## src/rtl/oneshot_systimer.sv

```systemverilog
module oneshot_systimer #(
  parameter int ADDR_W = 8,
  parameter int BASE   = 64,
  parameter int CNT_W  = 32
) (
  input  logic              clk,
  input  logic              rst_n,
  input  logic              tick_en,
  input  logic              wr_en,
  input  logic              rd_en,
  input  logic [ADDR_W-1:0] addr,
  input  logic [31:0]       wdata,
  output logic [31:0]       rdata,
  output logic              irq
);
  localparam logic [ADDR_W-1:0] CTRL_A = ADDR_W'(BASE);
  localparam logic [ADDR_W-1:0] VAL_A  = ADDR_W'(BASE + 4);
  localparam int RUN_B = 0;
  localparam int IEN_B = 1;
  localparam int CLR_B = 4;

  logic             run_en, irq_en, pending, active, past_ok;
  logic [CNT_W-1:0] count;

  wire sel_ctrl = addr == CTRL_A;
  wire sel_val  = addr == VAL_A;
  wire wr_ctrl  = wr_en && sel_ctrl;
  wire wr_val   = wr_en && sel_val && run_en;
  wire clr      = wr_ctrl && wdata[RUN_B] && wdata[CLR_B];
  wire step     = active && run_en && tick_en;
  wire expire   = !wr_val && active && run_en &&
                  (count == '0 || (count == CNT_W'(1) && tick_en));

  always_ff @(posedge clk) begin
    if (!rst_n) begin
      run_en  <= 1'b0;
      irq_en  <= 1'b0;
      pending <= 1'b0;
      active  <= 1'b0;
      count   <= '0;
      past_ok <= 1'b0;
    end else begin
      past_ok <= 1'b1;
      if (wr_ctrl) begin
        run_en <= wdata[RUN_B];
        irq_en <= wdata[IEN_B];
      end
      if (wr_val) begin
        count  <= wdata[CNT_W-1:0];
        active <= 1'b1;
      end else if (expire) begin
        count  <= '0;
        active <= 1'b0;
      end else if (step) begin
        count  <= count - CNT_W'(1);
      end
      if (expire)   pending <= 1'b1;
      else if (clr) pending <= 1'b0;
    end
  end

  assign irq = pending && irq_en;

  always_comb begin
    rdata = '0;
    if (rd_en && sel_ctrl) begin
      rdata[RUN_B] = run_en;
      rdata[IEN_B] = irq_en;
    end else if (rd_en && sel_val) begin
      rdata = 32'(count);
    end
  end

  a_r10_clear_only_by_strobe: assert property (@(posedge clk) disable iff (!rst_n)
    past_ok && $fell(pending) |-> $past(wr_en && sel_ctrl && wdata[RUN_B] && wdata[CLR_B]));

  a_r6_frozen_when_stopped: assert property (@(posedge clk) disable iff (!rst_n)
    past_ok && $past(!run_en && !wr_en) |-> $stable(count));

  a_r7_pending_at_zero: assert property (@(posedge clk) disable iff (!rst_n)
    past_ok && $rose(pending) |-> count == '0);

  a_r9_no_reload: assert property (@(posedge clk) disable iff (!rst_n)
    past_ok && (count > $past(count)) |-> $past(wr_en && sel_val));

  a_r8_irq_masked: assert property (@(posedge clk) disable iff (!rst_n)
    past_ok && $past(wr_ctrl && !wdata[IEN_B]) |-> !irq);
endmodule

```

## config.mk

```make
export PLATFORM = sky130hd
export DESIGN_NAME = oneshot_systimer
export DESIGN_NICKNAME = d
export VERILOG_FILES = /design/src/rtl/oneshot_systimer.sv
export SDC_FILE = /design/constraint.sdc
export NUM_CORES = 1
export LEC_CHECK = 0
export BUFFER_PORTS_ARGS = -buffer_cell sky130_fd_sc_hd__buf_4
export CAP_MARGIN = 25
export CORE_UTILIZATION = 43
export CTS_BUF_LIST = sky130_fd_sc_hd__clkbuf_2
export DETAILED_ROUTE_END_ITERATION = 10
export HOLD_SLACK_MARGIN = 0.15
export PLACE_DENSITY = 0.67
export SLEW_MARGIN = 20
export SYNTH_ARGS = -nofsm -noshare
export SYNTH_HDL_FRONTEND = slang
export SYNTH_SLANG_ARGS = --single-unit
```

## constraint.sdc

```tcl
create_clock -name clk -period 3.5 [get_ports clk]
set_input_delay 0.175 -clock clk [delete_from_list [all_inputs] [get_ports clk]]
set_output_delay 0.175 -clock clk [all_outputs]
set_load 0.01 [all_outputs]
```

Word-level counts from Yosys, hierarchy flattened
Index checks and enable logic that the tools add are counted.
{ "totals": {"register_bits": 36, "in_bits": 45, "out_inout_bits": 33, "elab_cells": 39} }
{ "classes": {"n_addsub": 1, "eq_ne": 3, "mux": 10, "n_reduce_logical": 20} }
{ "ops": {"columns": ["op", "count"], "rows": [
  ["32-bit two-way mux", 4],
  ["32-bit by 1-bit == test with 1-bit output (second input constant)", 1],
  ["32-bit zero test", 1],
  ["32-bit by 1-bit subtractor with 32-bit output (second input constant)", 1],
  ["30-bit two-way mux", 1],
  ["8-bit by 7-bit == test with 1-bit output (second input constant)", 2],
  ["1-bit logical AND", 14],
  ["1-bit two-way mux", 4],
  ["2-bit nonzero test", 2],
  ["3-bit nonzero test", 1],
  ["2-bit two-way mux", 1],
  ["1-bit zero test", 1],
  ["1-bit logical OR", 1]
]} }

Logic depth before layout (Yosys ltp)
{ "logic_depth": {"depth_word": 9, "depth_mapped": 10, "mapped_depth_nobuf": 8} }

Least setup slack after synthesis
No wires, ideal clock.
{ "synth_timing": {"path_kind": "register to register", "start": "register count[8]", "end": "register count[22]", "setup_time_ns": 0.119, "arrival_time_ns": 2.744, "required_time_ns": 3.381, "slack_ns": 0.638, "stages_incl_launch_ff": 10, "path_buffers": 3, "synth_period_minus_slack_ns": 2.862, "path_cell_list": "dfxtp_1 buf_6 or4_4 or4_1 buf_2 or4_4 buf_6 nand2_1 a21oi_1 o221a_2"} }
{ "synth_via": {"elab_chain_cells": 6, "word_cells_on_any_way": 10, "classes_between": "1 x add/sub; 1 x eq/ne; 3 x mux; 5 x reduce/logical"} }
{ "synth_rtl": {"columns": ["element", "line_no", "source"], "rows": [
  ["from (decl)", "23", "logic [CNT_W-1:0] count;"],
  ["from (signal assigned)", "49", "count <= wdata[CNT_W-1:0];"],
  ["from (signal assigned)", "55", "count <= count - CNT_W'(1);"],
  ["parallel branches: the longest is 6 deep, another holds 32-bit by 1-bit subtractor with 32-bit output", null, null]
]} }
Parallel ways; which one is timed is not known. The select of a mux whose other input is x is not followed.
A chain may end at the register's enable or synchronous reset.

Final worst setup path
{ "layout_timing": {"start": "register count[8]", "end": "register count[8]"} }
The elaborated chain is that of the path after synthesis.

==> impl_metrics.ini <==
[run_status]
status = finished clean

[routing]
viasPerCell = 6.24
ant_nets = 0
firstDrtPassIters = 4
via_count = 3645
totalWireLength_microns = 10700
wire_per_inst_microns = 18.3
drt_iter0_markers = 251
drc = 0

[final_layout]
syn_to_final_growth_pct = 30.1
multi_input_area_sq_um = 2130
n_antenna_cell = 0
drive_gt1_share_pct = 22.6
nets = 550
fillers = 666
utilization_pct = 57.7
fin_area_sq_um = 3900
register_area_sq_um = 721

[critical_path]
endpoint_kind = flip-flop
cp_num_cells = 6
start_kind = flip-flop
critPathBufInv = 0
rr_startpoint = count[8]$_SDFFE_PN0P_
reg2reg_to = count[8]$_SDFFE_PN0P_
cp.required_ps = 3870
reg2reg_slack_ps = 370
crit_start = count[8]$_SDFFE_PN0P_
cpPeakStageDelay_ps = 680
endpoint = count[8]$_SDFFE_PN0P_
ff2ff_path_depth = 6
path_class = reg2reg
slowest_stage = or4_1
crit_path_cell_trace = or4_4 > or4_1 > or4_4 > nand3_4 > nand2_2 > o22ai_1
critPathTopFamily = simple AND/OR/NAND/NOR gates
worstPathArrival_ps = 3500
worstPathMaxFanout = 21
path_common_cell = or4_4

[logic_synthesis]
synth.top_cell.area_share_pct = 24.1
synth_cell_types = 55
async_reset_ff_share_pct = 0
synth_seq_cells = 36
ys.flop_type = dfxtp_1
yosys_warnings = 0
synth_cells = 412
synth.largest_area_cell = dfxtp_1
netlist_area_sq_um = 3000
synth_most_common_cell = nor2_1
yosysSeqAreaShare_pct = 24.1
ys_top_cells_by_area = dfxtp_1 24%, and2_1 6.5%, nor2_1 5.4%, a21oi_1 4.8%, nor3_1 3.8%
synth_commonest_cells = 43 x nor2_1, 36 x dfxtp_1, 31 x and2_1, 29 x a21oi_1, 24 x nand2_1
syn-num-nets = 459
synth_edf_count = 0
syn_area_per_cell_sq_um = 7.27

[cts]
htreeDepth = 2
root_buffer = clkbuf_2
cts_setup_buffers = 0
clk-insertion-delay-late_ps = 420
numCtsBuffers = 5
cts_buffer_depth = 2
cts_tree = yes
clkSinkCount = 36
clk_pin_slew_worst_paths_ps = 230

[die]
initial_core_util_pct = 44.3
placementRows = 30
core_sq_um = 6760
io_pins = 78
die_area_sq_um = 7300
die_y_microns = 85.5
die_width_microns = 85.5

[worst_hold_path]
hp-class = in2reg
worstHoldPathCells = 3

[sta]
setup_viol_count_final = 0
timing.hold.ws_ps = 161
finalCriticalPeriod_ps = 3130
rsz0062_at_grt = false
setup_tns_ps = 0
relSlewSlack_pct = 54.1
slew_viol_final = 0
worst_pin_slew_ps = 685
clock.fmax_mhz = 320
finalWorstSetupSlack_ps = 371
fin_crit_sh_pct = 89.4
hold_violations = 0
finClkSkew_ps = 17.9

[placement]
io_buffers = 77
dp_slack_ps = 434
dpl.hpwl_microns = 7560
place.gp.congestion = 0.914
dpl-instance-area_sq_um = 3650

[global_route]
grt_use_met1_pct = 38.7
grt-ovfl-total = 0
grtUsageMet2_pct = 50.3
track_usage_pct = 30.3
met3_usage_pct = 5.25
grt_max_degree = 31
grt_pass1_wl_microns = 17300
top_usage_layer = met2
grt_pass1_vias = 3399
grt_antenna_before_repair = 0

[power]
leakagePower_nw = 1.70
ir_drop_mv = 0.0996
p_per_area_nw_per_um2 = 198

[job]
cap_violations = 0
[placed cells by master, fill, tap and decap left out, types with 7 or more instances in the layout]
master and count:
o211ai_1 15, buf_4 90, o21a_1 9, and2_1 31, o22ai_1 8, dlygate4sd3_1 18
nor3_1 22, or3_1 13, nor4_1 9, nor2_1 43, or4_1 7, o21ai_1 7
nand3_1 17, o21ai_0 18, a211oi_1 7, a21oi_1 29, nand2_1 24, nand4_1 8
dfxtp_1 36
[worst min path at each step]
| stage | start | end | slack (ps) |
|---|---|---|---|
| floorplan | wdata[1] | irq_en$_SDFFE_PN0P_ | 320 |
| global placement | wdata[18] | count[18]$_SDFFE_PN0P_ | 430 |
| detailed placement | wdata[18] | count[18]$_SDFFE_PN0P_ | 440 |
| CTS | wdata[30] | count[30]$_SDFFE_PN0P_ | 150 |
| global route | wdata[5] | count[5]$_SDFFE_PN0P_ | 160 |
| finish | wdata[20] | count[20]$_SDFFE_PN0P_ | 160 |
[cell families (layout without fill, tap and decap cells)]
logic type                 Yosys count  after routing  synth area share [%]
AOI/OAI and AO/OA                  128            128                  28.5
adders and majority gates            2              2                 0.835
muxes                                4              4                  1.34
and+or+nand+nor                    202            202                  37.4
buffers and inverters               30            122                  4.97
DFF                                 36             36                  24.1
xor gates and xnor gates            10             10                  2.92
[flip-flops by register name, indices dropped and copies added (netlist names)]
| name | flops |
|---|---|
| count | 32 |
| active | 1 |
| irq_en | 1 |
| pending | 1 |
| run_en | 1 |
[worst min-delay path, stage by stage]
cell and delay [ps]:
buf_4 120, o211ai_1 200, a211oi_2 70
[metal layers]
layer | part of all wire [%] | routed length, microns | vias to the layer above
li1 | - | - | 1746
met1 | 43 | 4640 | 1699
met2 | 47 | 5060 | 172
met3 | 7.3 | 777 | 28
met4 | 2.2 | 235 | 0
met5 | 0 | 0 | -
[layout make-up]
| class | count | area share (%) |
|---|---|---|
| inverter | 6 | 0.578 |
| clock buffer | 5 | 0.642 |
| multi-input combinational | 346 | 54.7 |
| sequential | 36 | 18.5 |
| tap | 80 | 2.57 |
| clock inverter | 3 | 1.09 |
| timing repair buffer | 108 | 22.0 |
[power breakdown]
part / internal (mW) / leakage, nW / switching [mW]
clock: 0.119 / 0.0390 / 0.167
combinational: 0.0484 / 1.37 / 0.0270
sequential: 0.411 / 0.290 / 0.0000216
total: 0.579 / 1.70 / 0.194
[through the flow]
| step | power, mW | cells |
|---|---|---|
| 6_report | 0.772 | 584 |
| 5_1_grt | 0.800 | 584 |
| 4_1_cts | 0.770 | 583 |
| 3_5_place_dp | 0.478 | 558 |
| 3_3_place_gp | 0.477 | 558 |
| 2_1_floorplan | 0.432 | 412 |
[what timing repair did]
action	in CTS	in global routing
endpoints found under the hold margin	25	1
resized for setup	0	0
hold buffers	17	1
Note: power is estimated with default switching activity, not from simulation.
